### src/rtl/wmon_pkg.sv
package wmon_pkg;

  typedef enum logic {
    ASRC_DIRECT = 1'b0,
    ASRC_WINDOW = 1'b1
  } wmon_asrc_e;

  typedef struct packed {
    wmon_asrc_e a_source;
    logic       filter_en;
  } wmon_cfg_t;

  localparam int unsigned WMON_NUM_PATHS = 2;
  localparam int unsigned WMON_PATH_A    = 0;
  localparam int unsigned WMON_PATH_B    = 1;

endpackage

### src/rtl/wmon_cfg_hold.sv
module wmon_cfg_hold
  import wmon_pkg::*;
(
  input  logic      clk,
  input  logic      rst_n,
  input  logic      analog_good,
  input  wmon_cfg_t cfg_in,
  output wmon_cfg_t cfg_q
);

  wmon_cfg_t cfg_d;
  logic      cfg_capture;

  // Capture only while the channel is held invalid.
  assign cfg_capture = ~analog_good;

  always_comb begin
    cfg_d = cfg_q;
    if (cfg_capture) begin
      cfg_d = cfg_in;
    end
  end

  always_ff @(posedge clk or negedge rst_n) begin
    if (!rst_n) begin
      cfg_q <= '{a_source: ASRC_DIRECT, filter_en: 1'b0};
    end else begin
      cfg_q <= cfg_d;
    end
  end

  AST_CFG_FROZEN: assert property (@(posedge clk) disable iff (!rst_n)
    ($past(rst_n) && $past(analog_good)) |-> $stable(cfg_q))
    else $error("configuration moved while analog_good high");

endmodule

### src/rtl/wmon_src_mux.sv
module wmon_src_mux
  import wmon_pkg::*;
(
  input  wmon_asrc_e                  a_source,
  input  logic                        cmp_a,
  input  logic                        cmp_b,
  output logic [WMON_NUM_PATHS-1:0]   src
);

  logic inside_window;

  // Between thresholds: above B but not above A.
  assign inside_window = cmp_b & ~cmp_a;

  always_comb begin
    src = '0;
    unique case (a_source)
      ASRC_WINDOW: src[WMON_PATH_A] = inside_window;
      default:     src[WMON_PATH_A] = cmp_a;
    endcase
    src[WMON_PATH_B] = cmp_b;
  end

endmodule

### src/rtl/wmon_glitch_filter.sv
module wmon_glitch_filter #(
  parameter int unsigned FILTER_LEN = 384
) (
  input  logic clk,
  input  logic rst_n,
  input  logic run,
  input  logic filt_en,
  input  logic din,
  output logic dout
);

  localparam int unsigned CW = (FILTER_LEN > 1) ? $clog2(FILTER_LEN) : 1;
  localparam logic [CW-1:0] LIM_ON  = CW'(FILTER_LEN - 1);
  localparam logic [CW-1:0] LIM_OFF = '0;

  logic [CW-1:0] cnt_q, cnt_d;
  logic          q_q, q_d;
  logic [CW-1:0] limit;
  logic          differs;
  logic          qualified;

  assign limit     = filt_en ? LIM_ON : LIM_OFF;
  assign differs   = (din != q_q);
  assign qualified = (cnt_q >= limit);

  always_comb begin
    cnt_d = cnt_q;
    q_d   = q_q;
    if (!run) begin
      cnt_d = '0;
      q_d   = 1'b0;
    end else if (!differs) begin
      cnt_d = '0;
    end else if (qualified) begin
      q_d   = din;
      cnt_d = '0;
    end else begin
      cnt_d = cnt_q + 1'b1;
    end
  end

  always_ff @(posedge clk or negedge rst_n) begin
    if (!rst_n) begin
      cnt_q <= '0;
      q_q   <= 1'b0;
    end else begin
      cnt_q <= cnt_d;
      q_q   <= q_d;
    end
  end

  assign dout = q_q;

  AST_CNT_BOUND: assert property (@(posedge clk) disable iff (!rst_n)
    cnt_q <= LIM_ON)
    else $error("filter count beyond limit");

  AST_CHANGE_FROM_SOURCE: assert property (@(posedge clk) disable iff (!rst_n)
    ($past(rst_n) && $past(run) && (dout != $past(dout))) |-> (dout == $past(din)))
    else $error("filtered bit took a value its source never had");

  AST_CLEARED_WHEN_INVALID: assert property (@(posedge clk) disable iff (!rst_n)
    ($past(rst_n) && !$past(run)) |-> (!dout && (cnt_q == '0)))
    else $error("filter not cleared while invalid");

endmodule

### src/rtl/wmon_channel.sv
module wmon_channel
  import wmon_pkg::*;
#(
  parameter int unsigned FILTER_LEN = 384
) (
  input  logic clk,
  input  logic rst_n,
  input  logic analog_good,
  input  logic cfg_window_sel,
  input  logic cfg_filter_en,
  input  logic cmp_a_raw,
  input  logic cmp_b_raw,
  output logic stat_a,
  output logic stat_b
);

  wmon_cfg_t                   cfg_in;
  wmon_cfg_t                   cfg_q;
  logic [WMON_NUM_PATHS-1:0]   src;
  logic [WMON_NUM_PATHS-1:0]   filt;

  assign cfg_in.a_source  = cfg_window_sel ? ASRC_WINDOW : ASRC_DIRECT;
  assign cfg_in.filter_en = cfg_filter_en;

  wmon_cfg_hold u_cfg (
    .clk        (clk),
    .rst_n      (rst_n),
    .analog_good(analog_good),
    .cfg_in     (cfg_in),
    .cfg_q      (cfg_q)
  );

  wmon_src_mux u_mux (
    .a_source(cfg_q.a_source),
    .cmp_a   (cmp_a_raw),
    .cmp_b   (cmp_b_raw),
    .src     (src)
  );

  for (genvar g = 0; g < WMON_NUM_PATHS; g++) begin : g_path
    wmon_glitch_filter #(.FILTER_LEN(FILTER_LEN)) u_filt (
      .clk    (clk),
      .rst_n  (rst_n),
      .run    (analog_good),
      .filt_en(cfg_q.filter_en),
      .din    (src[g]),
      .dout   (filt[g])
    );
  end

  assign stat_a = filt[WMON_PATH_A];
  assign stat_b = filt[WMON_PATH_B];

  AST_B_FOLLOWS_CMP: assert property (@(posedge clk) disable iff (!rst_n)
    ($past(rst_n) && $past(analog_good) && !$past(cfg_q.filter_en))
      |-> (stat_b == $past(cmp_b_raw)))
    else $error("stat_b does not follow comparator B");

  AST_A_DIRECT: assert property (@(posedge clk) disable iff (!rst_n)
    ($past(rst_n) && $past(analog_good) && !$past(cfg_q.filter_en)
      && ($past(cfg_q.a_source) == ASRC_DIRECT))
      |-> (stat_a == $past(cmp_a_raw)))
    else $error("stat_a does not follow comparator A");

  AST_A_WINDOW: assert property (@(posedge clk) disable iff (!rst_n)
    ($past(rst_n) && $past(analog_good) && !$past(cfg_q.filter_en)
      && ($past(cfg_q.a_source) == ASRC_WINDOW))
      |-> (stat_a == ($past(cmp_b_raw) && !$past(cmp_a_raw))))
    else $error("stat_a is not the window flag");

  AST_QUIET_WHEN_INVALID: assert property (@(posedge clk) disable iff (!rst_n)
    ($past(rst_n) && !$past(analog_good)) |-> (!stat_a && !stat_b))
    else $error("status reported while invalid");

endmodule

### config.mk
export PLATFORM = sky130hd
export DESIGN_NAME = wmon_channel
export DESIGN_NICKNAME = d
export VERILOG_FILES = /design/src/rtl/wmon_pkg.sv /design/src/rtl/wmon_cfg_hold.sv /design/src/rtl/wmon_src_mux.sv /design/src/rtl/wmon_glitch_filter.sv /design/src/rtl/wmon_channel.sv
export SDC_FILE = /design/constraint.sdc
export NUM_CORES = 1
export LEC_CHECK = 0
export BUFFER_PORTS_ARGS = -buffer_cell sky130_fd_sc_hd__buf_2
export CORE_MARGIN = 8
export CORE_UTILIZATION = 41
export DETAILED_ROUTE_END_ITERATION = 16
export SYNTH_ARGS = -nofsm -noshare
export SYNTH_HDL_FRONTEND = slang
export SYNTH_SLANG_ARGS = --single-unit
### constraint.sdc
create_clock -name clk -period 3 [get_ports clk]
set_clock_uncertainty 0.15 [all_clocks]
set_input_delay 0.3 -clock clk [delete_from_list [all_inputs] [get_ports clk]]
set_output_delay 0.3 -clock clk [all_outputs]
set_load 0.02 [all_outputs]
==> impl_metrics.prom <==
# TYPE chip_impl_metric gauge
chip_impl_info{name="run_status",value="completed"} 1
chip_impl_metric{name="die-width",unit="µm"} 74.1
chip_impl_info{name="cells_along_the_critical_path",value="inv_1 > ha_1 > a2111o_1 > o22a_1 > a311o_1 > nor2_2"} 1
chip_impl_info{name="rsz0062_at_grt",value="no"} 1
chip_impl_metric{name="yosysSeqAreaShare",unit=""} 0.398
chip_impl_metric{name="max-cap-violations",unit=""} 0
chip_impl_metric{name="number_of_drc_markers_after_the_initial_detailed_route_iteration",unit=""} 50
chip_impl_metric{name="synthCells",unit=""} 136
chip_impl_metric{name="grt.overflow.total",unit=""} 0
chip_impl_metric{name="port_buffers",unit=""} 8
chip_impl_metric{name="route.detailed.vias_per_inst",unit=""} 5.01
chip_impl_metric{name="worstPathMaxFanout",unit=""} 14
chip_impl_info{name="clock_tree.root_cell",value="sky130_fd_sc_hd__clkbuf_4"} 1
chip_impl_metric{name="tns",unit="ps"} 0
chip_impl_info{name="clock_tree_from_tritoncts",value="built"} 1
chip_impl_info{name="critical-path-top-delay-family",value="compound AO/OA/AOI/OAI gates"} 1
chip_impl_metric{name="drt_drc_violations_left",unit=""} 0
chip_impl_metric{name="grt_pass1_wl",unit="µm"} 4470
chip_impl_metric{name="postCtsSetupRepairBufs",unit=""} 0
chip_impl_metric{name="cts_repair_resize_count",unit=""} 0
chip_impl_metric{name="postLayoutSetupSlackWorst",unit="ps"} 324
chip_impl_metric{name="critical_path.max_stage_delay",unit="ps"} 530
chip_impl_metric{name="mappedNetlistArea",unit="µm²"} 1380
chip_impl_metric{name="grt_util_overall",unit=""} 0.106
chip_impl_metric{name="worst_pin_slew",unit="ps"} 602
chip_impl_metric{name="cts-buffers-inserted",unit=""} 3
chip_impl_metric{name="cts-root-to-sink-buffers",unit=""} 2
chip_impl_metric{name="initial_utilization",unit=""} 0.421
chip_impl_metric{name="netlist-cell-type-count",unit=""} 29
chip_impl_metric{name="grt_antenna_before_repair",unit=""} 0
chip_impl_metric{name="synth_fp_nets",unit=""} 161
chip_impl_metric{name="critical_path_buf_inv_count",unit=""} 1
chip_impl_metric{name="leakagePower",unit="µW"} 0.000709
chip_impl_metric{name="max_freq",unit="MHz"} 374
chip_impl_metric{name="num_io_pins",unit=""} 9
chip_impl_info{name="synth_top_flop_cell",value="sky130_fd_sc_hd__dfrtp_1"} 1
chip_impl_info{name="startpoint_type",value="flop"} 1
chip_impl_info{name="yosys.area.top_type",value="sky130_fd_sc_hd__dfrtp_1"} 1
chip_impl_metric{name="placeableCoreArea",unit="µm²"} 3280
chip_impl_metric{name="place_hpwl",unit="µm"} 1890
chip_impl_metric{name="number_of_flops_mapped_to_enable_cells_by_yosys",unit=""} 0
chip_impl_metric{name="synth.ff_latch_count",unit=""} 22
chip_impl_metric{name="nets",unit=""} 173
chip_impl_metric{name="timing_hold_violations_final",unit=""} 0
chip_impl_metric{name="gpl.final_weighted_congestion",unit=""} 0.804
chip_impl_metric{name="initial_drt_pass_iterations",unit=""} 4
chip_impl_metric{name="flow.area_growth_from_synthesis",unit="%"} 8.24
chip_impl_info{name="ys_top_cells_by_area",value="sky130_fd_sc_hd__dfrtp_1, sky130_fd_sc_hd__ha_1, sky130_fd_sc_hd__xor2_1, sky130_fd_sc_hd__xnor2_1, sky130_fd_sc_hd__nand3_1"} 1
chip_impl_metric{name="final-setup-viol-count",unit=""} 0
chip_impl_metric{name="synth_largest_type_area_fraction",unit=""} 0.398
chip_impl_info{name="min-delay-path-class",value="in -> reg"} 1
chip_impl_metric{name="pin_count_of_the_biggest_net_entering_global_routing",unit=""} 23
chip_impl_metric{name="synth_area_in_compound_gates",unit=""} 0.0715
chip_impl_metric{name="num_rows",unit=""} 21
chip_impl_metric{name="synth-async-reset-ratio",unit=""} 1.00
chip_impl_metric{name="num_vias",unit=""} 962
chip_impl_metric{name="adder_cell_fraction_of_synth_area",unit=""} 0.163
chip_impl_metric{name="design.die.area",unit="µm²"} 5490
chip_impl_info{name="dominant_combinational_cell_family_by_area_after_synthesis",value="simple AND/OR/NAND/NOR gates"} 1
chip_impl_metric{name="worst_case_headroom_to_the_max_slew_limit",unit=""} 0.598
chip_impl_metric{name="final_period_minus_worst_setup_slack",unit="ps"} 2680
chip_impl_metric{name="drv_slew",unit=""} 0
chip_impl_metric{name="vias_in_the_first_global_route",unit=""} 968
chip_impl_metric{name="syn_area_per_cell",unit="µm²"} 10.2
chip_impl_metric{name="crit_arrival",unit="ps"} 2770
chip_impl_metric{name="clk_transition_reported_paths",unit="ps"} 120
chip_impl_metric{name="insertedDiodeCount",unit=""} 0
chip_impl_metric{name="yosys-mux-area-fraction",unit=""} 0.0389
chip_impl_metric{name="clock_latency",unit="ps"} 310
chip_impl_info{name="timing.critical_path.to_type",value="flop"} 1
chip_impl_metric{name="fraction_of_final_layout_cells_with_drive_strength_greater_than_1",unit=""} 0.158
chip_impl_metric{name="number_of_antenna_violating_nets_in_the_routed_design",unit=""} 0
chip_impl_metric{name="fp.dieH",unit="µm"} 74.1
chip_impl_info{name="setup.worst_path.class",value="reg -> reg"} 1
chip_impl_metric{name="final_min_period_over_clock_period",unit=""} 0.892
chip_impl_metric{name="cts_max_level",unit=""} 1
chip_impl_metric{name="fraction_of_synthesized_cell_area_in_xor_and_xnor_cells",unit=""} 0.101
chip_impl_metric{name="yosys.area_share.simple",unit=""} 0.196
chip_impl_metric{name="drt-total-wl",unit="µm"} 2550
chip_impl_info{name="cp_slowest_cell",value="sky130_fd_sc_hd__a311o_1"} 1
chip_impl_metric{name="ys.warnings.count",unit=""} 0
chip_impl_metric{name="final_core_utilization",unit=""} 0.456
chip_impl_metric{name="p_per_area",unit="nW/µm²"} 402
chip_impl_metric{name="routedWlPerCell",unit="µm"} 13.3
chip_impl_metric{name="irDropWorstVdd",unit="V"} 0.000118
chip_impl_metric{name="dp_worst_setup_slack",unit="ps"} 363
chip_impl_metric{name="clock-sinks",unit=""} 22
chip_impl_metric{name="required",unit="ps"} 3100
-- worst register-to-register path, delay by kind of cell, from the launching register on --
| family | cells | cell delay, ps |
|---|---|---|
| compound gates | 3 | 1140 |
| fa+ha+maj | 1 | 340 |
| buf+inv | 1 | 390 |
| flops | 1 | 430 |
| simple gates | 1 | 170 |
-- power breakdown --
group,internal (µW),switching [µW]
logic,53.5,81.9
clock network,46.9,87.3
registers,313,19.2
total,413,188
-- sequential cells by signal, indices dropped and copies added (netlist names) --
name and count:
g_path.u_filt.cnt_q 18, g_path.u_filt.dout 2, u_cfg.cfg_q 2
-- cell usage in the layout (no fill, tap or decap), drive strengths merged --
cell type | netlist | final
and3 | 1 | 1
mux2 | 3 | 3
dfrtp | 22 | 22
inv | 7 | 7
ha | 18 | 18
a311o | 2 | 2
and4 | 1 | 1
nor2 | 22 | 22
xnor2 | 7 | 7
a21oi | 4 | 4
a2111oi | 1 | 1
clkbuf | 0 | 3
nand2 | 7 | 7
nand2b | 2 | 2
xor2 | 9 | 9
a21o | 1 | 1
and3b | 1 | 1
nor4 | 1 | 1
dlygate4sd3 | 0 | 1
o22a | 1 | 1
buf | 2 | 8
nand4 | 2 | 2
nor2b | 4 | 4
a31oi | 2 | 2
o21ai | 2 | 2
nand3 | 11 | 11
mux2i | 2 | 2
a2111o | 1 | 1
-- synth_stat cells (2+ instances only) --
cell,instances
sky130_fd_sc_hd__xnor2_1,7
sky130_fd_sc_hd__a31oi_1,2
sky130_fd_sc_hd__nor2_1,13
sky130_fd_sc_hd__nand2_1,7
sky130_fd_sc_hd__nor2_2,8
sky130_fd_sc_hd__nand3_1,11
sky130_fd_sc_hd__nor2b_1,4
sky130_fd_sc_hd__a21oi_1,4
sky130_fd_sc_hd__inv_1,7
sky130_fd_sc_hd__nand4_1,2
sky130_fd_sc_hd__dfrtp_1,22
sky130_fd_sc_hd__o21ai_0,2
sky130_fd_sc_hd__mux2i_1,2
sky130_fd_sc_hd__ha_1,18
sky130_fd_sc_hd__a311o_1,2
sky130_fd_sc_hd__nand2b_1,2
sky130_fd_sc_hd__mux2_2,3
sky130_fd_sc_hd__xor2_1,9
-- cell families (layout without fill, tap and decap cells) --
logic type | after synthesis | count (layout)
and+or+nand+nor | 52 | 52
buffers and inverters | 9 | 19
xor gates and xnor gates | 16 | 16
DFF | 22 | 22
AOI/OAI and AO/OA | 14 | 14
muxes | 5 | 5
adders and majority gates | 18 | 18
-- per-layer routing --
metal	vias to the layer above	global-route usage	wire, µm
met1	458	0.133	1250
li1	490	-	-
met3	4	0.0243	112
met4	0	0.0643	46
met5	-	0	0
met2	10	0.161	1140
-- cell type report --
type	instances	area, µm²
Fill cell	314	1790
Timing Repair Buffer	9	50.0
Multi-Input combinational cell	105	790
Inverter	7	26.3
Sequential cell	22	551
Tap cell	46	57.6
Clock buffer	3	22.5
-- per-stage QoR --
step | cells | hold slack (ps) | area, µm² | total power, µW
finish | 192 | 77.0 | 1500 | 601
floorplan | 136 | -146 | 1380 | 437
CTS | 192 | 67.2 | 1500 | 610
global placement | 188 | 137 | 1460 | 465
detailed placement | 188 | 152 | 1460 | 472
global route | 192 | 60.2 | 1500 | 644
-- timing repair --
action                     4_1_cts  5_1_grt
setup endpoints to repair        0        0
hold endpoints to repair        22        0
hold buffers                     1        0
-- path summary, 6_finish.rpt --
check / slack [ps] / depth (start not counted) / to / startpoint
worst min-delay path: 80 / 2 / u_cfg.cfg_q[1] / cfg_window_sel
max in group asynchronous: 2020 / 2 / g_path[1].u_filt.cnt_q[5] / rst_n
worst min register to register: 370 / 1 / g_path[0].u_filt.cnt_q[0] / g_path[0].u_filt.cnt_q[0]
min in group asynchronous: 330 / 2 / g_path[0].u_filt.cnt_q[4] / rst_n
worst max-delay path: 320 / 6 / g_path[1].u_filt.cnt_q[4] / u_cfg.cfg_q[0]
worst max register to register: 320 / 6 / g_path[1].u_filt.cnt_q[4] / u_cfg.cfg_q[0]
No activity file was read; power rests on OpenSTA's default activity.
